`src/rtl/can_stop_pkg.sv`:
```
package can_stop_pkg;

    typedef enum logic [2:0] {
        ST_RUN,
        ST_WAIT_BUS,
        ST_WAIT_DRAIN,
        ST_STOPPED,
        ST_RESYNC
    } stop_state_e;

    typedef struct packed {
        logic idle;
        logic ifs3;
        logic tick;
        logic rx;
    } bus_view_t;

    localparam int unsigned RESYNC_BITS = 11;

    // Safe point for leaving the bus: idle, or recessive third intermission bit
    function automatic logic bus_safe(input bus_view_t b);
        return b.idle | (b.ifs3 & b.tick & b.rx);
    endfunction

endpackage

```
`src/rtl/can_recessive_run.sv`:
```
module can_recessive_run #(
    parameter int unsigned RUN_LEN = 11
) (
    input  logic clk,
    input  logic clr,
    input  logic en,
    input  logic tick,
    input  logic rx,
    output logic done
);
    localparam int unsigned CW = $clog2(RUN_LEN + 1);
    localparam logic [CW-1:0] LAST = CW'(RUN_LEN - 1);

    logic [CW-1:0] run_q;

    assign done = en & tick & rx & (run_q == LAST);

    always_ff @(posedge clk) begin
        if (clr || !en) begin
            run_q <= '0;
        end else if (tick) begin
            if (!rx || done) run_q <= '0;
            else             run_q <= run_q + 1'b1;
        end
    end
endmodule

```
`src/rtl/can_boff_counter.sv`:
```
module can_boff_counter #(
    parameter int unsigned W = 8
) (
    input  logic         clk,
    input  logic         clr,
    input  logic         freeze,
    input  logic         bus_off,
    input  logic         tick,
    input  logic         rx,
    output logic [W-1:0] count
);
    localparam logic [W-1:0] MAXV = {W{1'b1}};

    always_ff @(posedge clk) begin
        if (clr) begin
            count <= '0;
        end else if (!freeze) begin
            if (!bus_off)                          count <= '0;
            else if (tick && rx && count != MAXV)  count <= count + 1'b1;
        end
    end
endmodule

```
`src/rtl/can_stop_fsm.sv`:
```
module can_stop_fsm
    import can_stop_pkg::*;
(
    input  logic        clk,
    input  logic        clr,
    input  logic        disable_req,
    input  logic        init_done,
    input  logic        halt,
    input  logic        safe,
    input  logic        busy,
    input  logic        resync_done,
    input  logic        dom_bit,
    output stop_state_e state,
    output logic        pre_stop,
    output logic        sof_pend,
    output logic        ack
);
    stop_state_e nxt;

    always_comb begin
        nxt = state;
        unique case (state)
            ST_RUN:
                if (disable_req && init_done) nxt = halt ? ST_RESYNC : ST_WAIT_BUS;
            ST_WAIT_BUS:
                if (!disable_req) nxt = ST_RUN;
                else if (safe)    nxt = ST_WAIT_DRAIN;
            ST_WAIT_DRAIN:
                if (!disable_req) nxt = ST_RUN;
                else if (!busy)   nxt = ST_STOPPED;
            ST_STOPPED:
                if (!disable_req) nxt = ST_RESYNC;
            ST_RESYNC:
                if (pre_stop && !disable_req) nxt = ST_RUN;
                else if (resync_done)         nxt = pre_stop ? ST_WAIT_BUS : ST_RUN;
            default: nxt = ST_RUN;
        endcase
    end

    always_ff @(posedge clk) begin
        if (clr) begin
            state    <= ST_RUN;
            pre_stop <= 1'b0;
            sof_pend <= 1'b0;
            ack      <= 1'b0;
        end else begin
            state <= nxt;
            if (state == ST_RUN && nxt == ST_RESYNC)     pre_stop <= 1'b1;
            else if (state == ST_STOPPED)                pre_stop <= 1'b0;
            else if (nxt != ST_RESYNC)                   pre_stop <= 1'b0;

            if (state == ST_STOPPED && nxt == ST_RESYNC) sof_pend <= 1'b1;
            else if (state == ST_RESYNC && dom_bit)      sof_pend <= 1'b0;
            else if (nxt != ST_RESYNC)                   sof_pend <= 1'b0;

            if (nxt == ST_STOPPED)                       ack <= 1'b1;
            else if (state == ST_RESYNC && !pre_stop && resync_done) ack <= 1'b0;
        end
    end
endmodule

```
`src/rtl/can_stop_seq.sv`:
```
module can_stop_seq
    import can_stop_pkg::*;
#(
    parameter int unsigned BOFF_W = 8
) (
    input  logic              clk,
    input  logic              rst,
    input  logic              soft_rst_i,
    input  logic              mod_disable_i,
    input  logic              init_done_i,
    input  logic              halt_i,
    input  logic              bus_idle_i,
    input  logic              ifs3_i,
    input  logic              bit_tick_i,
    input  logic              rx_i,
    input  logic              eng_busy_i,
    input  logic              bus_off_i,
    input  logic              eng_tx_i,
    output logic              eng_clk_en_o,
    output logic              tx_o,
    output logic              rx_eng_o,
    output logic              stop_ack_o,
    output logic              not_ready_o,
    output logic              halt_exit_o,
    output logic              sof_rx_o,
    output logic [BOFF_W-1:0] boff_cnt_o
);
    stop_state_e state;
    bus_view_t   bus;
    logic        clr, pre_stop, sof_pend, ack, resync_done, in_resync, stopped;

    assign clr       = rst | soft_rst_i;
    assign bus       = '{idle: bus_idle_i, ifs3: ifs3_i, tick: bit_tick_i, rx: rx_i};
    assign in_resync = (state == ST_RESYNC);
    assign stopped   = (state == ST_STOPPED);

    can_stop_fsm u_fsm (
        .clk         (clk),
        .clr         (clr),
        .disable_req (mod_disable_i),
        .init_done   (init_done_i),
        .halt        (halt_i),
        .safe        (bus_safe(bus)),
        .busy        (eng_busy_i),
        .resync_done (resync_done),
        .dom_bit     (bit_tick_i & ~rx_i),
        .state       (state),
        .pre_stop    (pre_stop),
        .sof_pend    (sof_pend),
        .ack         (ack)
    );

    can_recessive_run #(.RUN_LEN(RESYNC_BITS)) u_run (
        .clk  (clk),
        .clr  (clr),
        .en   (in_resync),
        .tick (bit_tick_i),
        .rx   (rx_i),
        .done (resync_done)
    );

    can_boff_counter #(.W(BOFF_W)) u_boff (
        .clk     (clk),
        .clr     (clr),
        .freeze  (stopped),
        .bus_off (bus_off_i),
        .tick    (bit_tick_i),
        .rx      (rx_i),
        .count   (boff_cnt_o)
    );

    assign eng_clk_en_o = ~stopped;
    assign tx_o         = stopped ? 1'b1 : eng_tx_i;
    assign rx_eng_o     = stopped ? 1'b1 : rx_i;
    assign stop_ack_o   = ack;
    assign not_ready_o  = ack;
    assign halt_exit_o  = in_resync & pre_stop;
    assign sof_rx_o     = in_resync & ~pre_stop & sof_pend & bit_tick_i & ~rx_i;
endmodule

```
`config.mk`:
```
export PLATFORM = sky130hd
export DESIGN_NAME = can_stop_seq
export DESIGN_NICKNAME = d
export VERILOG_FILES = /design/src/rtl/can_stop_pkg.sv /design/src/rtl/can_recessive_run.sv /design/src/rtl/can_boff_counter.sv /design/src/rtl/can_stop_fsm.sv /design/src/rtl/can_stop_seq.sv
export SDC_FILE = /design/constraint.sdc
export NUM_CORES = 1
export LEC_CHECK = 0
export BUFFER_PORTS_ARGS = -buffer_cell sky130_fd_sc_hd__buf_2
export CORE_MARGIN = 5
export CORE_UTILIZATION = 47
export DETAILED_ROUTE_END_ITERATION = 12
export GPL_TIMING_DRIVEN = 0
export HOLD_SLACK_MARGIN = 0.06
export PLACE_DENSITY_LB_ADDON = 0.25
export SYNTH_ARGS = -nofsm -noshare
export SYNTH_HDL_FRONTEND = slang
export SYNTH_HIERARCHICAL = 1
export SYNTH_SLANG_ARGS = --single-unit
```
`constraint.sdc`:
```
create_clock -name clk -period 1.49 [get_ports clk]
set_input_delay 0 -clock clk [delete_from_list [all_inputs] [get_ports clk]]
set_output_delay 0 -clock clk [all_outputs]
set_load 0.05 [all_outputs]
```
==> results by group <==
Outcome
  • Outcome: completed

CTS
  • CTS max path bufs: 2
  • Num CTS Buffers: 3
  • Root Buffer: clkbuf_4
  • CTS clk-pin slew, worst paths: about 0.11 ns
  • Clock Latency Late Sink: ~0.30 ns
  • Clock tree sinks: 18
  • H-tree depth: 1
  • CTS tree: built

Synth
  • Post-synth EDFFs: 0
  • Yosys cell types: between 40 and 50
  • Synth Instances: ~150
  • Top post-synthesis cells by count: dfxtp_1, nand2_1, a21oi_1, inv_1
  • Yosys top cell area share: 0.309
  • Most common cell in the synthesized netlist: dfxtp_1
  • Syn_nets: between 150 and 200
  • Syn Area/Cell: between 8 and 9 sq um
  • Mapped Area: around 1200 sq um
  • Top_reg_cell synth: dfxtp_1
  • Post-synth top area cell: dfxtp_1
  • Top cells by area, synth: dfxtp_1, nand2_1, a21oi_1
  • Register area share after synthesis: 0.309
  • Synth warn: 6
  • Register bit total from synthesis: 18
  • Async S/R FF share, synth: 0

Setup path
  • Max incr delay on CP: around 0.41 ns
  • Slowest CP cell: or4_1
  • CP delay by family, top: simple AND/OR/NAND/NOR gates
  • Critical path depth: 6
  • CP Cell Sequence: nand3b_1 > inv_1 > buf_6 > nand2b_4 > or4_1 > a31oi_1
  • Startpoint types: flip-flop
  • Arrival time worst endpoint: around 1.7 ns
  • WP buf/inv: 2
  • Crit path kind: reg2reg
  • Crit end category: flip-flop
  • Crit-path max FO: 9
  • Critical Path RT: around 1.7 ns
  • Reg2reg path depth: 6

GRT
  • GR Overflow Total: 0
  • Vias in the first global route: 1111
  • GRT Overall Usage: 0.171
  • Initial antenna violation count: 0
  • First-pass GRT wire length: 4660 um
  • Largest net degree at the start of global routing: 15

Layout
  • Share of layout cells above drive strength 1: 0.406
  • Area grow syn2layout: 33.3%
  • Layout Nets: roughly 200
  • Post-route cell area: ~1600 sq um
  • Post-Route Utilization: 0.638
  • Filler cells: around 200
  • Antenna Diode Count: 0

Routing
  • Via count: 1272
  • Via density: ~5.9
  • Post-Route WL: 3040 um
  • Drt initial violations: 51
  • Routed Antenna Nets: 0
  • First-pass detailed-route iteration total: 7
  • Wirelength per Cell: about 14 um
  • DRC viols: 0

Place
  • Hpwl dp: ~2000 um
  • Area post-placement: 1360 sq um
  • GP Congestion: between 0.8 and 0.9
  • Port bufs: 26

Die
  • I/O Pins: 28
  • Row count: 18
  • Die W: 59.8 um
  • Die H: approximately 60 um
  • Core ar.: around 2400 sq um
  • Initial Utilization: 0.479
  • DIE AREA: around 3600 sq um

STA
  • Slew HR: 0.743
  • RSZ-0062 raised after global routing: true
  • Endpoints failing setup: 0
  • Fmax: approximately 680 MHz
  • Hold Vio Cnt, Final: 0
  • Fin crit share: 0.986
  • Min Tclk post-route: 1.47 ns
  • Final-report max-slew violation count: 0
  • Clock skew: ~0.0063 ns
  • Worst-Margin Slew: between 0.3 and 0.4 ns
  • Setup TNS: 0 ns

Worst hold path
  • WHS Path Cells: 3
  • Hold Crit Class: in2reg

Power and ir drop
  • Max IR drop VDD: ~0.39 mV
  • Leakage power: slightly below 0.6 nW
  • Overall power: 911 uW
  • Pwr dens: 586 nW/um^2

Flow run
  • Maxcap violations: 0
-- tightest hold or removal path: stages --
cell and delay (ns):
buf_2 0.18, nand4_1 0.12, a21oi_1 0.05
-- registers in the layout, summed over array words and instances, names as in the netlist --
name            cells
u_fsm/state         3
u_boff/count        8
u_fsm/sof_pend      1
u_run/run_q         4
u_fsm/pre_stop      1
u_fsm/ack           1
-- per-layer routing --
metal	vias up	share of wire	GRT usage
li1	623	-	-
met1	591	0.45	0.205
met2	54	0.46	0.275
met3	4	0.076	0.0475
met4	0	0.011	0.0886
met5	-	0	0
-- cells in the final DEF (no fill, tap or decap), drive strengths merged, types with 5 or more instances in the layout --
cell and instances:
a21oi 11, a31oi 6, buf 37, clkbuf 7, dfxtp 18, inv 11, nand2 17, nand2b 5
nand3 8, nand4 6, nor2 6, nor3 6, o21ai 5
-- through the flow --
step / hold WS [ns] / instances / worst slack, ns
finish: 0.0928 / 217 / 0.0206
global route: 0.0812 / 217 / -0.0547
CTS: 0.0855 / 214 / 0.0170
detailed placement: 0.349 / 201 / -0.108
global placement: 0.342 / 201 / -0.0677
floorplan: 0.150 / 145 / -0.328
-- cell families (layout without fill, tap and decap cells) --
logic type | Yosys count | count (layout) | synth area share
AOI/OAI and AO/OA | 38 | 38 | 0.223
adders and majority gates | 3 | 3 | 0.0322
buffers and inverters | 17 | 59 | 0.0677
DFF | 18 | 18 | 0.309
muxes | 2 | 2 | 0.0172
and+or+nand+nor | 67 | 67 | 0.350
-- layout make-up --
| type | instances | area [sq um] | share of cell area |
|---|---|---|---|
| buffer | 6 | 46.3 | 0.0298 |
| clock buffer | 4 | 36.3 | 0.0234 |
| inverter | 11 | 41.3 | 0.0266 |
| multi-input combinational | 110 | 778 | 0.501 |
| sequential | 18 | 378 | 0.243 |
| tap | 30 | 37.5 | 0.0242 |
| timing repair buffer | 38 | 235 | 0.151 |
-- where the power goes --
group	leakage (nW)	switching, mW	internal, mW
Clock	0.0210	0.161	0.149
Combinational	0.422	0.0709	0.0471
Sequential	0.150	0.00376	0.479
-- path summary, 6_finish.rpt --
| check | from | endpoint | slack (ns) |
|---|---|---|---|
| setup / recovery | u_fsm/state[2]$_SDFF_PP0_ | u_boff/count[7]$_SDFFE_PP0P_ | 0.02 |
| hold / removal | rx_i | u_run/run_q[0]$_SDFFE_PP0P_ | 0.09 |
| setup reg to reg | u_fsm/state[2]$_SDFF_PP0_ | u_boff/count[7]$_SDFFE_PP0P_ | 0.02 |
| hold reg to reg | u_boff/count[0]$_SDFFE_PP0P_ | u_boff/count[0]$_SDFFE_PP0P_ | 0.49 |
-- what timing repair did --
item,CTS,global route
setup endpoints to repair,7,10
resized for setup,6,15
pin swaps,2,1
hold endpoints to repair,4,0
hold buffers,4,0
buffers inserted,5,3
(Power assumes the default switching activity.)
